File: src/rtl/irq_pkg.sv
package irq_pkg;

    localparam int NIB  = 4;
    localparam int NGRP = 4;

    localparam int A_FLAG_BASE = 0;
    localparam int A_MASK_BASE = 4;
    localparam int A_KEY_SEL   = 8;
    localparam int A_KEY_CMP   = 9;
    localparam int A_AUX_CMP   = 10;

    typedef enum logic {
        KS_MATCH    = 1'b0,
        KS_MISMATCH = 1'b1
    } key_state_e;

    function automatic logic [NIB-1:0] valid_of(input int g);
        case (g)
            0:       return 4'b0111;
            1:       return 4'b0011;
            2:       return 4'b0011;
            default: return 4'b1111;
        endcase
    endfunction

endpackage

File: src/rtl/irq_key_detect.sv
module irq_key_detect
    import irq_pkg::*;
#(
    parameter int N           = 5,
    parameter int SYNC_STAGES = 2
) (
    input  logic         clk,
    input  logic         rst_n,
    input  logic [N-1:0] keys,
    input  logic [N-1:0] cmp,
    input  logic [N-1:0] sel,
    output logic [N-1:0] ev
);

    for (genvar i = 0; i < N; i++) begin : g_key
        logic [SYNC_STAGES-1:0] sh;
        logic                   level;
        logic                   mis;
        key_state_e             st, st_nxt;

        always_ff @(posedge clk or negedge rst_n) begin
            if (!rst_n) sh <= '1;
            else        sh <= {sh[SYNC_STAGES-2:0], keys[i]};
        end

        assign level = sh[SYNC_STAGES-1];
        assign mis   = level ^ cmp[i];

        always_ff @(posedge clk or negedge rst_n) begin
            if (!rst_n) st <= KS_MATCH;
            else        st <= st_nxt;
        end

        always_comb begin
            st_nxt = st;
            unique case (st)
                KS_MATCH:    if (mis)  st_nxt = KS_MISMATCH;
                KS_MISMATCH: if (!mis) st_nxt = KS_MATCH;
            endcase
        end

        always_comb begin
            ev[i] = 1'b0;
            unique case (st)
                KS_MATCH:    ev[i] = mis & sel[i];
                KS_MISMATCH: ev[i] = 1'b0;
            endcase
        end
    end

endmodule

File: src/rtl/irq_flag_nibble.sv
module irq_flag_nibble
    import irq_pkg::*;
#(
    parameter logic [NIB-1:0] VALID = 4'b1111
) (
    input  logic           clk,
    input  logic           rst_n,
    input  logic [NIB-1:0] set,
    input  logic           rd_clr,
    input  logic           mask_we,
    input  logic [NIB-1:0] wdata,
    output logic [NIB-1:0] flags,
    output logic [NIB-1:0] mask,
    output logic           req
);

    logic [NIB-1:0] kept;

    assign kept = rd_clr ? '0 : flags;

    always_ff @(posedge clk or negedge rst_n) begin
        if (!rst_n) begin
            flags <= '0;
            mask  <= '0;
        end else begin
            flags <= (kept | set) & VALID;
            if (mask_we) mask <= wdata & VALID;
        end
    end

    assign req = |(flags & mask);

endmodule

File: src/rtl/irq_ctrl.sv
module irq_ctrl
    import irq_pkg::*;
#(
    parameter int ADDR_W      = 4,
    parameter int KEY_W       = 4,
    parameter int SYNC_STAGES = 2
) (
    input  logic              clk,
    input  logic              rst_n,
    input  logic [ADDR_W-1:0] bus_addr,
    input  logic [NIB-1:0]    bus_wdata,
    input  logic              bus_rd,
    input  logic              bus_wr,
    output logic [NIB-1:0]    bus_rdata,
    input  logic              ev_ptmr,
    input  logic              ev_sio,
    input  logic              ev_adc,
    input  logic              ev_sw10,
    input  logic              ev_sw1,
    input  logic              ev_ct32,
    input  logic              ev_ct8,
    input  logic              ev_ct2,
    input  logic              ev_ct1,
    input  logic [KEY_W-1:0]  key_grp,
    input  logic              key_aux,
    output logic              irq
);

    localparam int NKEY = KEY_W + 1;

    function automatic logic hit(input int a);
        return bus_addr == ADDR_W'(a);
    endfunction

    logic [KEY_W-1:0] sel_grp;
    logic [KEY_W-1:0] cmp_grp;
    logic             cmp_aux;
    logic [NKEY-1:0]  key_ev;
    logic             grp_ev;
    logic             aux_ev;
    logic [NIB-1:0]   set_v   [NGRP];
    logic [NIB-1:0]   flags_q [NGRP];
    logic [NIB-1:0]   mask_q  [NGRP];
    logic [NGRP-1:0]  req;
    logic [NGRP-1:0]  rd_clr;
    logic [NGRP-1:0]  mask_we;
    logic [NIB-1:0]   rd_nib;

    // Selection and comparison registers
    always_ff @(posedge clk or negedge rst_n) begin
        if (!rst_n) begin
            sel_grp <= '0;
            cmp_grp <= '1;
            cmp_aux <= 1'b1;
        end else if (bus_wr) begin
            if (hit(A_KEY_SEL)) sel_grp <= bus_wdata[KEY_W-1:0];
            if (hit(A_KEY_CMP)) cmp_grp <= bus_wdata[KEY_W-1:0];
            if (hit(A_AUX_CMP)) cmp_aux <= bus_wdata[0];
        end
    end

    irq_key_detect #(
        .N           (NKEY),
        .SYNC_STAGES (SYNC_STAGES)
    ) u_keys (
        .clk   (clk),
        .rst_n (rst_n),
        .keys  ({key_aux, key_grp}),
        .cmp   ({cmp_aux, cmp_grp}),
        .sel   ({1'b1, sel_grp}),
        .ev    (key_ev)
    );

    assign grp_ev = |key_ev[KEY_W-1:0];
    assign aux_ev = key_ev[KEY_W];

    always_comb begin
        set_v[0] = {1'b0, ev_adc, ev_sio, ev_ptmr};
        set_v[1] = {2'b00, aux_ev, grp_ev};
        set_v[2] = {2'b00, ev_sw1, ev_sw10};
        set_v[3] = {ev_ct1, ev_ct2, ev_ct8, ev_ct32};
    end

    for (genvar g = 0; g < NGRP; g++) begin : g_grp
        assign rd_clr[g]  = bus_rd && hit(A_FLAG_BASE + g);
        assign mask_we[g] = bus_wr && hit(A_MASK_BASE + g);

        irq_flag_nibble #(
            .VALID (valid_of(g))
        ) u_nib (
            .clk     (clk),
            .rst_n   (rst_n),
            .set     (set_v[g]),
            .rd_clr  (rd_clr[g]),
            .mask_we (mask_we[g]),
            .wdata   (bus_wdata),
            .flags   (flags_q[g]),
            .mask    (mask_q[g]),
            .req     (req[g])
        );
    end

    assign irq = |req;

    // Read mux
    always_comb begin
        rd_nib = '0;
        for (int g = 0; g < NGRP; g++) begin
            if (hit(A_FLAG_BASE + g)) rd_nib = flags_q[g];
            if (hit(A_MASK_BASE + g)) rd_nib = mask_q[g];
        end
        if (hit(A_KEY_SEL)) rd_nib[KEY_W-1:0] = sel_grp;
        if (hit(A_KEY_CMP)) rd_nib[KEY_W-1:0] = cmp_grp;
        if (hit(A_AUX_CMP)) rd_nib[0]         = cmp_aux;
    end

    always_ff @(posedge clk or negedge rst_n) begin
        if (!rst_n)      bus_rdata <= '0;
        else if (bus_rd) bus_rdata <= rd_nib;
    end

endmodule

File: config.mk
export PLATFORM = sky130hd
export DESIGN_NAME = irq_ctrl
export DESIGN_NICKNAME = d
export VERILOG_FILES = /design/src/rtl/irq_pkg.sv /design/src/rtl/irq_key_detect.sv /design/src/rtl/irq_flag_nibble.sv /design/src/rtl/irq_ctrl.sv
export SDC_FILE = /design/constraint.sdc
export NUM_CORES = 1
export LEC_CHECK = 0
export BUFFER_PORTS_ARGS = -buffer_cell sky130_fd_sc_hd__clkbuf_2
export CAP_MARGIN = 5
export CORE_MARGIN = 3
export CORE_UTILIZATION = 60
export CTS_CLUSTER_SIZE = 28
export DETAILED_ROUTE_END_ITERATION = 12
export PLACE_DENSITY_LB_ADDON = 0.25
export SLEW_MARGIN = 20
export SYNTH_ARGS = -nofsm -noshare
export SYNTH_HDL_FRONTEND = slang
export SYNTH_HIERARCHICAL = 1
export SYNTH_SLANG_ARGS = --single-unit
File: constraint.sdc
create_clock -name clk -period 4.4 [get_ports clk]
set_input_delay 0.22 -clock clk [delete_from_list [all_inputs] [get_ports clk]]
set_output_delay 0.22 -clock clk [all_outputs]
set_load 0.005 [all_outputs]
==> impl_metrics.csv <==
group,metric,value,unit
floorplan,die-area,4930,µm²
clock_network,cts-htree-levels,2,
clock_network,cts_tree,"done",
drt,dr.first_iter.drc_count,167,
outcome,violations,"hold timing",
sta,rsz0062_at_grt,"false",
finish,fill_cells,287,
drt,wl_per_cell,16.1,µm
sta,setup_viol,0,
sta,hold_violations,10,
critical_path,r2r_cells,4,
clock_network,cts_buffers,5,
finish,drive_gt1_share,30.5,%
synthesis,syn_inst,213,
sta,worst_pin_slew,593,ps
finish,syn_to_final_growth,11.3,%
critical_path,critPathKind,"reg -> out",
finish,nets,271,
clock_network,cts-root-buf,"clkbuf_8",
power_and_ir_drop,leakagePower,1.20,nW
min_path,hold_class,"in -> async",
global_routing,grt_max_degree,51,
critical_path,end_kind,"output pin",
critical_path,start_kind,"flip-flop",
floorplan,core,3830,µm²
global_routing,grt_pass1_vias,1666,
critical_path,r2r-start,"cmp_grp[1]",
floorplan,row_count,22,
flow_run,cap_viol_max_count,0,
synthesis,yosys_warnings,6,
critical_path,r2r_setup_slack,2800,ps
power_and_ir_drop,p_per_area,388,nW/µm²
sta,fin_skew,4.60,ps
outcome,status,"complete, but fails checks",
clock_network,postCtsResizedCells,0,
finish,antennaDiodeCount,0,
placed_design,hpwlAfterDp,3440,µm
drt,route.detailed.drc,0,
drt,firstDrtPassIters,4,
global_routing,grt_pass1_wl,7900,µm
finish,fin_cells,294,
floorplan,fp.dieH,70.2,µm
clock_network,clkSlewWorstSetupHoldPaths,90,ps
global_routing,antenna_found_initial,0,
clock_network,clock_sinks,50,
sta,slew-limit-headroom,60.5,%
finish,fin_area,2750,µm²
sta,max_freq,504,MHz
critical_path,path_max_fanout,3,
sta,setup_tns,0,ps
floorplan,die_x,70.2,µm
drt,vias,1675,
global_routing,globalRoute.totalOverflow,0,
critical_path,critical_path_required,4180,ps
clock_network,clk_latency,310,ps
synthesis,netlist_area,2470,µm²
drt,ant_nets,0,
power_and_ir_drop,peakVddDrop,298,µV
finish,post-route-util,71.9,%
placed_design,dp.cells,281,
floorplan,io_pins,31,
power_and_ir_drop,finalPower,0.00107,W
drt,drt-total-wl,4740,µm
sta,holdWs,-2.14,ps
critical_path,startpoint,"g_grp[0].u_nib/mask[0]",
sta,post-route-period-util,45.1,%
synthesis,avgSynthCellArea,11.6,µm²
critical_path,setup.worst_path.end,"irq",
floorplan,start_util,64.7,%
placed_design,portBuffers,30,
clock_network,clock_path_buffers,2,
sta,drv_slew,0,
placed_design,placed_cell_area,2600,µm²
drt,drt-vias-per-instance,5.70,
sta,period_minus_slack,1990,ps
global_routing,track_usage,20.9,%
critical_path,cp.arrival,1770,ps
placed_design,place.gp.congestion,0.894,
critical_path,r2r-end,"g_grp[1].u_nib/flags[0]",
[flip-flops by register name, indices dropped and copies added (netlist names)]
register / count
bus_rdata: 4
cmp_aux: 1
cmp_grp: 4
g_grp.u_nib/flags: 11
g_grp.u_nib/mask: 11
sel_grp: 4
u_keys/g_key.sh: 10
u_keys/g_key.st: 5
[per-stage QoR]
stage | hold WS, ps | setup WS (ps)
6_report | -2.14 | 2410
5_1_grt | 48.6 | 2330
4_1_cts | 13.6 | 2410
3_5_place_dp | 310 | 2700
3_3_place_gp | 307 | 2650
2_1_floorplan | -75.6 | 2900
[how the worst min path moves through the flow]
stage	end	slack, ps	cells past startpoint
3_5_place_dp	u_keys/g_key[0].sh[0]	310	1
4_1_cts	g_grp[2].u_nib/flags[1]	10	2
2_1_floorplan	bus_rdata[0]	-80	0
3_3_place_gp	u_keys/g_key[3].sh[0]	310	1
6_report	g_grp[1].u_nib/mask[1]	-2	2
5_1_grt	g_grp[1].u_nib/mask[0]	50	2
[worst max-delay path, cell delays in order, from the launching register on]
cell      delay [ps]
dfrtp_1          400
a222oi_1         340
inv_1             80
or4_1            510
clkbuf_2         130
[where the power goes]
group          switching [W]  total, W  internal, W
Combinational      0.0000822  0.000184     0.000102
Clock               0.000148  0.000295     0.000147
Sequential         0.0000488  0.000590     0.000541
Total               0.000279   0.00107     0.000789
[routing by layer]
metal  share of wire, %  routed length (µm)  GRT usage [%]
met5                  0                   0              0
met4                2.3                 109           7.45
met3                4.5                 214           4.89
met2                 47                2230           31.9
met1                 46                2180           29.3
[repair_timing]
item,in CTS,in global routing
endpoints found under the hold margin,5,0
hold buffers,5,0
buffers inserted,0,0
[final cells by class]
| cell class | instances | area, µm² | share of cell area (%) |
|---|---|---|---|
| Sequential cell | 50 | 1270 | 46.1 |
| Timing Repair Buffer | 36 | 208 | 7.55 |
| Tap cell | 48 | 60.1 | 2.18 |
| Clock buffer | 7 | 97.6 | 3.55 |
| Multi-Input combinational cell | 144 | 1080 | 39.2 |
| Inverter | 8 | 30.0 | 1.09 |
| Clock inverter | 1 | 7.51 | 0.273 |
[cell usage in the layout, fill, tap and decap left out, drive strengths merged, types with 2 or more instances in the layout]
master	n
mux2i	7
mux2	22
a211oi	3
a2111oi	2
a22oi	2
dfstp	15
a21oi	4
nand2b	9
dlygate4sd3	5
nand3b	5
o221ai	2
nor3	9
inv	8
or2	2
nor2	9
or4	2
a21o	11
xor2	5
a221o	2
conb	11
clkbuf	37
nand2	4
o21ai	9
nor2b	3
a22o	2
dfrtp	35
and3b	5
Note: power is estimated with default switching activity, not from simulation.
